`src/rtl/tmr8_pkg.sv`:
```
package tmr8_pkg;

    localparam int DW = 8;
    localparam int AW = 3;

    localparam logic [AW-1:0] A_CTRL = 3'd0;
    localparam logic [AW-1:0] A_STAT = 3'd1;
    localparam logic [AW-1:0] A_CMPA = 3'd2;
    localparam logic [AW-1:0] A_CMPB = 3'd3;
    localparam logic [AW-1:0] A_CNT  = 3'd4;

    // flag index i lives at status bit ST_BASE+i : 0 overflow, 1 match A, 2 match B
    localparam int NFLAG   = 3;
    localparam int ST_BASE = 5;
    localparam int F_OVF   = 0;
    localparam int F_A     = 1;
    localparam int F_B     = 2;

    typedef enum logic [1:0] {
        CLR_NONE = 2'b00,
        CLR_CMPA = 2'b01,
        CLR_CMPB = 2'b10,
        CLR_EXT  = 2'b11
    } clr_mode_e;

    typedef enum logic [1:0] {
        OUT_KEEP   = 2'b00,
        OUT_LOW    = 2'b01,
        OUT_HIGH   = 2'b10,
        OUT_TOGGLE = 2'b11
    } out_sel_e;

    typedef struct packed {
        logic      ie_b;
        logic      ie_a;
        logic      ie_ovf;
        clr_mode_e clr;
        logic [2:0] cks;
    } ctrl_t;

    function automatic logic pin_next(out_sel_e sel, logic cur);
        case (sel)
            OUT_LOW:    return 1'b0;
            OUT_HIGH:   return 1'b1;
            OUT_TOGGLE: return ~cur;
            default:    return cur;
        endcase
    endfunction

endpackage

```
`src/rtl/tmr8_regs.sv`:
```
module tmr8_regs
    import tmr8_pkg::*;
#(
    parameter int W = DW
) (
    input  logic          clk,
    input  logic          rst,
    input  logic          wr_en,
    input  logic [AW-1:0] addr,
    input  logic [W-1:0]  wdata,
    output ctrl_t         ctrl,
    output logic [W-1:0]  cmpa,
    output logic [W-1:0]  cmpb,
    output out_sel_e      osel,
    output logic          wr_cmpa,
    output logic          wr_cmpb,
    output logic          wr_cnt,
    output logic          wr_stat
);

    logic wr_ctrl;

    always_comb begin
        wr_ctrl = wr_en && (addr == A_CTRL);
        wr_stat = wr_en && (addr == A_STAT);
        wr_cmpa = wr_en && (addr == A_CMPA);
        wr_cmpb = wr_en && (addr == A_CMPB);
        wr_cnt  = wr_en && (addr == A_CNT);
    end

    always_ff @(posedge clk) begin
        if (rst) begin
            ctrl <= '0;
            cmpa <= '1;
            cmpb <= '1;
            osel <= OUT_KEEP;
        end else begin
            if (wr_ctrl) ctrl <= ctrl_t'(wdata[7:0]);
            if (wr_cmpa) cmpa <= wdata;
            if (wr_cmpb) cmpb <= wdata;
            if (wr_stat) osel <= out_sel_e'(wdata[1:0]);
        end
    end

    assert_cmpb_load_R12: assert property (@(posedge clk) disable iff (rst)
        wr_cmpb |=> (cmpb == $past(wdata)));

    assert_osel_hold_R11: assert property (@(posedge clk) disable iff (rst)
        !wr_stat |=> $stable(osel));

endmodule

```
`src/rtl/tmr8_cmp.sv`:
```
module tmr8_cmp #(
    parameter int W = 8
) (
    input  logic         clk,
    input  logic         rst,
    input  logic [W-1:0] cnt,
    input  logic [W-1:0] cmp,
    input  logic         wr_hit,
    output logic         eq,
    output logic         ev
);

    logic eq_q;

    // a write to the compare register masks the equality for that cycle
    assign eq = (cnt == cmp) && !wr_hit;
    assign ev = eq && !eq_q;

    always_ff @(posedge clk) begin
        if (rst) eq_q <= 1'b0;
        else     eq_q <= eq;
    end

    assert_single_event_R4: assert property (@(posedge clk) disable iff (rst)
        ev |=> !ev);

endmodule

```
`src/rtl/tmr8_counter.sv`:
```
module tmr8_counter
    import tmr8_pkg::*;
#(
    parameter int W    = DW,
    parameter int SYNC = 2
) (
    input  logic         clk,
    input  logic         rst,
    input  logic         tick,
    input  logic         ext_clr,
    input  clr_mode_e    mode,
    input  logic         eq_a,
    input  logic         eq_b,
    input  logic         wr_cnt,
    input  logic [W-1:0] wdata,
    output logic [W-1:0] cnt,
    output logic         ovf_ev
);

    logic [SYNC-1:0] sync_q;
    logic            sync_last;
    logic            ext_edge;
    logic            pend_q;
    logic            clr_hit;

    generate
        if (SYNC == 1) begin : g_sync1
            always_ff @(posedge clk) begin
                if (rst) sync_q <= '0;
                else     sync_q <= ext_clr;
            end
        end else begin : g_syncn
            always_ff @(posedge clk) begin
                if (rst) sync_q <= '0;
                else     sync_q <= {sync_q[SYNC-2:0], ext_clr};
            end
        end
    endgenerate

    assign ext_edge = sync_q[SYNC-1] && !sync_last;

    always_comb begin
        case (mode)
            CLR_CMPA: clr_hit = eq_a;
            CLR_CMPB: clr_hit = eq_b;
            CLR_EXT:  clr_hit = pend_q;
            default:  clr_hit = 1'b0;
        endcase
    end

    assign ovf_ev = tick && !wr_cnt && !clr_hit && (cnt == '1);

    always_ff @(posedge clk) begin
        if (rst) begin
            sync_last <= 1'b0;
            pend_q    <= 1'b0;
            cnt       <= '0;
        end else begin
            sync_last <= sync_q[SYNC-1];
            pend_q    <= (mode == CLR_EXT) && (ext_edge || (pend_q && !tick));
            if (wr_cnt)    cnt <= wdata;
            else if (tick) cnt <= clr_hit ? '0 : cnt + 1'b1;
        end
    end

    assert_hold_R2: assert property (@(posedge clk) disable iff (rst)
        (!tick && !wr_cnt) |=> $stable(cnt));

    assert_wrap_R3: assert property (@(posedge clk) disable iff (rst)
        ovf_ev |=> (cnt == '0));

    assert_ext_clear_R7: assert property (@(posedge clk) disable iff (rst)
        (mode == CLR_EXT && pend_q && tick && !wr_cnt) |=> (cnt == '0));

endmodule

```
`src/rtl/tmr8_flags.sv`:
```
module tmr8_flags
    import tmr8_pkg::*;
#(
    parameter int W = DW
) (
    input  logic             clk,
    input  logic             rst,
    input  logic [NFLAG-1:0] set_ev,
    input  logic [NFLAG-1:0] ie,
    input  logic             rd_stat,
    input  logic             wr_stat,
    input  logic [W-1:0]     wdata,
    input  logic             ev_b,
    input  out_sel_e         osel,
    output logic [NFLAG-1:0] flag,
    output logic [NFLAG-1:0] irq,
    output logic             pin
);

    logic [NFLAG-1:0] arm;

    genvar i;
    generate
        for (i = 0; i < NFLAG; i++) begin : g_flag
            logic clr_ok;
            assign clr_ok = wr_stat && arm[i] && !wdata[ST_BASE+i];

            always_ff @(posedge clk) begin
                if (rst) begin
                    flag[i] <= 1'b0;
                    arm[i]  <= 1'b0;
                end else begin
                    if (set_ev[i])   flag[i] <= 1'b1;
                    else if (clr_ok) flag[i] <= 1'b0;
                    if (clr_ok)               arm[i] <= 1'b0;
                    else if (rd_stat && flag[i]) arm[i] <= 1'b1;
                end
            end

            assign irq[i] = flag[i] && ie[i];

            assert_set_wins_R10: assert property (@(posedge clk) disable iff (rst)
                set_ev[i] |=> flag[i]);

            assert_unarmed_keep_R9: assert property (@(posedge clk) disable iff (rst)
                (wr_stat && !arm[i] && !set_ev[i]) |=> (flag[i] == $past(flag[i])));
        end
    endgenerate

    always_ff @(posedge clk) begin
        if (rst)       pin <= 1'b0;
        else if (ev_b) pin <= pin_next(osel, pin);
    end

    assert_pin_low_R11: assert property (@(posedge clk) disable iff (rst)
        (ev_b && osel == OUT_LOW) |=> !pin);

    assert_pin_high_R11: assert property (@(posedge clk) disable iff (rst)
        (ev_b && osel == OUT_HIGH) |=> pin);

    assert_pin_toggle_R11: assert property (@(posedge clk) disable iff (rst)
        (ev_b && osel == OUT_TOGGLE) |=> (pin != $past(pin)));

    assert_pin_idle_R11: assert property (@(posedge clk) disable iff (rst)
        !ev_b |=> $stable(pin));

endmodule

```
`src/rtl/tmr8_dual_cmp.sv`:
```
module tmr8_dual_cmp
    import tmr8_pkg::*;
#(
    parameter int W    = DW,
    parameter int SYNC = 2
) (
    input  logic          clk,
    input  logic          rst,
    input  logic          tick,
    input  logic          ext_clr,
    input  logic          wr_en,
    input  logic          rd_en,
    input  logic [AW-1:0] addr,
    input  logic [W-1:0]  wdata,
    output logic [W-1:0]  rdata,
    output logic          irq_cmpb,
    output logic          irq_cmpa,
    output logic          irq_ovf,
    output logic          tmr_out
);

    localparam int NCMP = 2;

    ctrl_t            ctrl;
    out_sel_e         osel;
    logic [W-1:0]     cmpa, cmpb, cnt;
    logic             wr_cmpa, wr_cmpb, wr_cnt, wr_stat;
    logic             ovf_ev;
    logic [W-1:0]     cmp_v  [NCMP];
    logic [NCMP-1:0]  wr_v, eq_v, ev_v;
    logic [NFLAG-1:0] set_ev, ie, flag, irq;

    tmr8_regs #(.W(W)) regs_i (
        .clk(clk), .rst(rst), .wr_en(wr_en), .addr(addr), .wdata(wdata),
        .ctrl(ctrl), .cmpa(cmpa), .cmpb(cmpb), .osel(osel),
        .wr_cmpa(wr_cmpa), .wr_cmpb(wr_cmpb), .wr_cnt(wr_cnt), .wr_stat(wr_stat)
    );

    assign cmp_v[0] = cmpa;
    assign cmp_v[1] = cmpb;
    assign wr_v     = {wr_cmpb, wr_cmpa};

    genvar c;
    generate
        for (c = 0; c < NCMP; c++) begin : g_cmp
            tmr8_cmp #(.W(W)) cmp_i (
                .clk(clk), .rst(rst), .cnt(cnt), .cmp(cmp_v[c]),
                .wr_hit(wr_v[c]), .eq(eq_v[c]), .ev(ev_v[c])
            );
        end
    endgenerate

    tmr8_counter #(.W(W), .SYNC(SYNC)) cnt_i (
        .clk(clk), .rst(rst), .tick(tick), .ext_clr(ext_clr), .mode(ctrl.clr),
        .eq_a(eq_v[0]), .eq_b(eq_v[1]), .wr_cnt(wr_cnt), .wdata(wdata),
        .cnt(cnt), .ovf_ev(ovf_ev)
    );

    assign set_ev = {ev_v[1], ev_v[0], ovf_ev};
    assign ie     = {ctrl.ie_b, ctrl.ie_a, ctrl.ie_ovf};

    tmr8_flags #(.W(W)) flags_i (
        .clk(clk), .rst(rst), .set_ev(set_ev), .ie(ie),
        .rd_stat(rd_en && addr == A_STAT), .wr_stat(wr_stat), .wdata(wdata),
        .ev_b(ev_v[1]), .osel(osel), .flag(flag), .irq(irq), .pin(tmr_out)
    );

    assign irq_cmpb = irq[F_B];
    assign irq_cmpa = irq[F_A];
    assign irq_ovf  = irq[F_OVF];

    always_comb begin
        rdata = '0;
        case (addr)
            A_CTRL: rdata[7:0] = ctrl;
            A_STAT: rdata[7:0] = {flag[F_B], flag[F_A], flag[F_OVF], 3'b000, osel};
            A_CMPA: rdata = cmpa;
            A_CMPB: rdata = cmpb;
            A_CNT:  rdata = cnt;
            default: rdata = '0;
        endcase
    end

    assert_irq_needs_flag_R8: assert property (@(posedge clk) disable iff (rst)
        $rose(irq_cmpa) |-> (flag[F_A] && ctrl.ie_a));

    assert_reset_cmp_R1: assert property (@(posedge clk)
        $past(rst) |-> (cmpb == '1 && cnt == '0 && !tmr_out));

endmodule

```
`config.mk`:
```
export PLATFORM = sky130hd
export DESIGN_NAME = tmr8_dual_cmp
export DESIGN_NICKNAME = d
export VERILOG_FILES = /design/src/rtl/tmr8_pkg.sv /design/src/rtl/tmr8_regs.sv /design/src/rtl/tmr8_cmp.sv /design/src/rtl/tmr8_counter.sv /design/src/rtl/tmr8_flags.sv /design/src/rtl/tmr8_dual_cmp.sv
export SDC_FILE = /design/constraint.sdc
export NUM_CORES = 1
export LEC_CHECK = 0
export BUFFER_PORTS_ARGS = -buffer_cell sky130_fd_sc_hd__buf_2
export CAP_MARGIN = 5
export CORE_ASPECT_RATIO = 1.1
export CORE_MARGIN = 4
export CORE_UTILIZATION = 30
export CTS_CLUSTER_DIAMETER = 80
export DETAILED_ROUTE_END_ITERATION = 8
export PLACE_DENSITY_LB_ADDON = 0.2
export SLEW_MARGIN = 10
export SYNTH_ARGS = -nofsm -noshare
export SYNTH_HDL_FRONTEND = slang
export SYNTH_SLANG_ARGS = --single-unit
export TNS_END_PERCENT = 50
```
`constraint.sdc`:
```
create_clock -name clk -period 2.3 [get_ports clk]
set_input_delay 0.23 -clock clk [delete_from_list [all_inputs] [get_ports clk]]
set_output_delay 0.23 -clock clk [all_outputs]
set_load 0.02 [all_outputs]
```
## Yosys cells after proc, flatten, opt, wreduce, memory -nomap -nowiden

Index checks and enable logic that the tools add are counted.

- Bits in registers: 47
- Output and inout port bits: 12
- Logic and storage cells: 98

- $add $sub $neg: 1
- Equality and inequality tests: 13
- Mux-type cells: 12
- Bitwise logic cells: 1
- Reduce and logical (&&, ||, !) cells: 50

Operator list:

| cell | count |
|---|---|
| $pmux W8 S5 | 1 |
| $logic_and A1 B1 Y1 | 28 |
| $mux W8 | 3 |
| $eq A8 B8 Y1 | 2 |
| $logic_not A1 Y1 | 11 |
| $add A8 B1 Y8 const B | 1 |
| $eq A2 B2 Y1 const B | 4 |
| $eq A8 B8 Y1 const B | 1 |
| $reduce_bool A2 Y1 | 4 |
| $eq A3 B2 Y1 const B | 2 |
| $mux W1 | 6 |
| $pmux W1 S3 | 2 |
| $reduce_or A2 Y1 | 3 |
| $eq A2 B1 Y1 const B | 2 |
| $eq A3 B1 Y1 const B | 1 |
| $eq A3 B3 Y1 const B | 1 |
| $logic_not A3 Y1 | 1 |
| $reduce_bool A3 Y1 | 1 |
| $reduce_and A2 Y1 | 1 |
| $logic_or A1 B1 Y1 | 1 |
| $not A1 Y1 | 1 |

## Longest topological paths before layout

- Depth after elaboration: 9
- Mapped depth: 8
- Gate-level depth less buffers: 5

## Modules after synthesis

A second synthesis with hierarchy kept.

- Cell total of the unflattened synthesis: 321
- Area total of the unflattened synthesis: 2825.2 sq um

By module, submodules not included:

| module | times used | cells each | area an instance (sq um) |
|---|---|---|---|
| tmr8_regs | 1 | 108 | 1089.8 |
| tmr8_counter | 1 | 90 | 724.4 |
| tmr8_flags | 1 | 35 | 364.1 |
| tmr8_dual_cmp | 1 | 48 | 361.6 |
| tmr8_cmp | 2 | 20 | 142.6 |

## Worst setup path after synthesis

No wires, ideal clock.

- Path type: register to register
- From: register cnt_i.cnt[7]
- To: register cnt_i.cnt[3]
- Library setup time: 134 ps
- Data arrival time: 1552 ps
- Required time: 2166 ps
- Slack: 614 ps
- Cell stages (with the launch flop): 7
- Buffers on the path: 1
- Cell sequence: dfxtp_1 -> clkbuf_1 -> xnor2_1 -> nand3_1 -> or3_4 -> o311ai_4 -> o22ai_1

- Cells in the longest elaborated chain, start to end: 6
- Elaborated cells between the ends (all ways): 8
- Those cells by class: eq/ne: 2; mux: 4; reduce/logical: 2

Ends and longest elaborated chain:

| item | RTL line | RTL |
|---|---|---|
| start, declared | tmr8_counter.sv:16 | `output logic [W-1:0] cnt,` |
| start signal, assigned | tmr8_counter.sv:61 | `if (wr_cnt) cnt <= wdata;` |
| start signal, assigned | tmr8_counter.sv:62 | `else if (tick) cnt <= clr_hit ? '0 : cnt + 1'b1;` |
| $eq A8 B8 Y1 | tmr8_cmp.sv:16 | `assign eq = (cnt == cmp) && !wr_hit;` |
| $logic_and A1 B1 Y1 | tmr8_cmp.sv:16 |  |
| $pmux W1 S3 * | tmr8_counter.sv:43 | `case (mode)` |
| $mux W8 * (2 in series) | tmr8_counter.sv:62 |  |
| $mux W8 * | tmr8_counter.sv:61 |  |

Every way passes the cells marked *; elsewhere a longest branch is shown, timed or not. The select of a mux whose other input is x is not followed.
A chain may end at the register's enable or synchronous reset.

## Worst setup path in the final report

- From: register cnt_i.cnt[2]
- To: register cnt_i.cnt[4]

- Cells in the longest elaborated chain, start to end: 6
- Elaborated cells between the ends (all ways): 9
- Those cells by class: add/sub: 1; eq/ne: 2; mux: 4; reduce/logical: 2

Ends and longest elaborated chain:

| item | RTL line |
|---|---|
| branches (longest 3 deep; another with $add A8 B1 Y8) | -- |
| $mux W8 * (2 in series) | tmr8_counter.sv:62 |
| $mux W8 * | tmr8_counter.sv:61 |

Mark *: on every way between the ends. The select of a mux whose other input is x is not followed.

==> reports/qor.yml <==
status: "completed"
ys.flop_type: "dfxtp_1"
grt_max_degree: 31
wl_um: 6940
rr_startpoint: "cnt_i.cnt[2]$_SDFFE_PP0P_"
fin_crit_sh: 0.826
antenna_cells: 0
hold-path-endpoint: "cnt_i.sync_q[0]$_SDFF_PP0_"
rrSetupSlack_ps: 400
synth.most_common_cell: "dfxtp_1"
ant_nets: 0
yosysTopAreaCellShare: 0.363
r2r_cells: 5
worst_slew_pin_slew_ps: 707
power_leakage_nw: 1.15
arrival_ps: 2060
rsz0062_at_grt: "false"
synth_edf_count: 0
cts-htree-levels: 2
num_vias: 2171
setup_violations: 0
yosysWarnings: 0
wl_met1_um: 3440
fin_skew_ps: 10.2
cts_buffer_depth: 2
synthTopCellsByCount: "47 x dfxtp_1, 45 x nand2_1, 26 x a21oi_1"
slew_headroom: 0.523
gp_congestion: 0.848
ys_ff_latch: 47
grt_usage: 0.140
clk_pin_slew_ps: 90
top_layer_used: "met4"
peakVddDrop_uv: 243
cts_buffers: 5
hold_violations: 0
synthTopCellsByArea: "dfxtp_1 36%, nand2_1 6.5%, a21oi_1 5.0%"
synth_area_leader_cell: "dfxtp_1"
syn-num-nets: 322
die_width_um: 96.6
cap_violations: 0
ys_seq_area_frac: 0.363
area_growth_syn_to_layout_pct: 14.2
grt_first_pass_wirelength_um: 11600
clk_latency_ps: 300
numPortBuffers: 28
fin_setup_tns_ps: 0
ios: 29
die_area_um2: 10200
die_height_um: 105
std_cell_rows: 35
synthArstFlopShare: 0
post-cts-setup-buffers: 0
holdPathStages: 2
cts_resized: 0
total_power_mw: 1.82
wire_per_inst_um: 15.7
hold_path.class: "in -> reg"
ff_latch_area_um2: 941
fmax_mhz: 526
viasPerCell: 4.92
root_buffer: "clkbuf_8"
drt-initial-drc-count: 96
grt_overflow: 0
multi_input_area_um2: 1480
netlist_area_um2: 2590
nets: 347
powerDensity_nw_per_um2: 615
syn_inst: 304
hold_start: "ext_clr"
dr_wl_met2_um: 3300
clkSinkCount: 47
end_kind: "flop"
first_pass_iters: 4
cts_tree: "built"
drive_gt1_frac: 0.188
crit-reg2reg-capture: "cnt_i.cnt[4]$_SDFFE_PP0P_"
grt_antenna_before_repair: 0
nFillCells: 882
worstSetupStartpointType: "flop"
cts_hold_buf: 0
coreArea_um2: 8410
worstPathMaxFanout: 9
path_class: "reg -> reg"
drc: 0
grt_pass1_vias: 2119
period_needed_ps: 1900
avgSynthCellArea_um2: 8.52
synth.distinct_cells: 45
drv_slew: 0
crit_required_ps: 2460
start_util: 0.308
route.met3.wl_um: 102
dpl.hpwl_um: 5040
final cells by class:
cell class / count / share of cell area
Timing Repair Buffer: 43 / 0.0854
Clock inverter: 2 / 0.0203
Sequential cell: 47 / 0.318
Multi-Input combinational cell: 227 / 0.499
Tap cell: 111 / 0.0469
Inverter: 5 / 0.00634
Clock buffer: 6 / 0.0245
worst max-delay path by stage:
stage	start	to
final	cnt_i.cnt[2]$_SDFFE_PP0P_	cnt_i.cnt[4]$_SDFFE_PP0P_
after global routing	cnt_i.cnt[2]$_SDFFE_PP0P_	cnt_i.cnt[3]$_SDFFE_PP0P_
after CTS	cnt_i.cnt[2]$_SDFFE_PP0P_	cnt_i.cnt[4]$_SDFFE_PP0P_
after detailed placement	cnt_i.cnt[2]$_SDFFE_PP0P_	cnt_i.cnt[3]$_SDFFE_PP0P_
after global placement	cnt_i.cnt[2]$_SDFFE_PP0P_	cnt_i.cnt[3]$_SDFFE_PP0P_
after floorplan	cnt_i.cnt[7]$_SDFFE_PP0P_	cnt_i.cnt[3]$_SDFFE_PP0P_
worst max-delay path, cell delays in order, from the launching register on:
cell and delay, ps:
dfxtp_1 520, xnor2_1 160, nand2_1 90, or3_4 390
o311ai_4 450, o22ai_1 160
metal layers:
| layer | vias up | GRT usage |
|---|---|---|
| met2 | 23 | 0.227 |
| met5 | - | 0 |
| met1 | 1047 | 0.195 |
| li1 | 1093 | - |
| met4 | 0 | 0.0381 |
| met3 | 8 | 0.0185 |
placed cells by master (no fill, tap or decap), types with 5 or more instances in the layout:
cell type / n
buf_4: 15
nor2b_1: 15
nor2_1: 21
o21ai_0: 9
nand3_1: 7
and2_1: 5
xor2_1: 11
dfxtp_1: 47
a211o_1: 8
mux2i_1: 11
nor3b_1: 9
inv_1: 5
a21oi_1: 26
o22ai_1: 9
nand3b_1: 11
clkbuf_8: 5
nand2_1: 45
xnor2_1: 8
buf_2: 28
cells by family after synthesis:
logic type                 Yosys count  synth area share
xor gates and xnor gates            22            0.0831
muxes                               13            0.0555
and+or+nand+nor                    130             0.274
DFF                                 47             0.363
adders and majority gates            1           0.00483
buffers and inverters               30            0.0676
AOI/OAI and AO/OA                   61             0.152
sequential cells by signal (all words and copies together) (netlist names):
register and flops:
cnt_i.cnt 8, regs_i.cmpa 8, regs_i.cmpb 8, regs_i.ctrl 8, flags_i.arm 3, flags_i.flag 3, cnt_i.sync_q 2, g_cmp.cmp_i.eq_q 2
regs_i.osel 2, cnt_i.pend_q 1, cnt_i.sync_last 1, flags_i.pin 1
report_power, final:
group	internal, mW	total [mW]	switching, mW
Combinational	0.0997	0.237	0.138
Sequential	0.835	0.858	0.0226
Clock	0.435	0.724	0.289
stage by stage:
step	hold slack [ps]	cell area [um2]	std cells	util	setup slack [ps]
final	137	2960	441	0.352	400
after CTS	130	2960	441	0.352	419
after global routing	142	2960	441	0.352	262
after global placement	420	2830	433	0.336	454
after detailed placement	430	2830	433	0.336	432
after floorplan	348	2590	304	-	614
(Power assumes the default switching activity.)
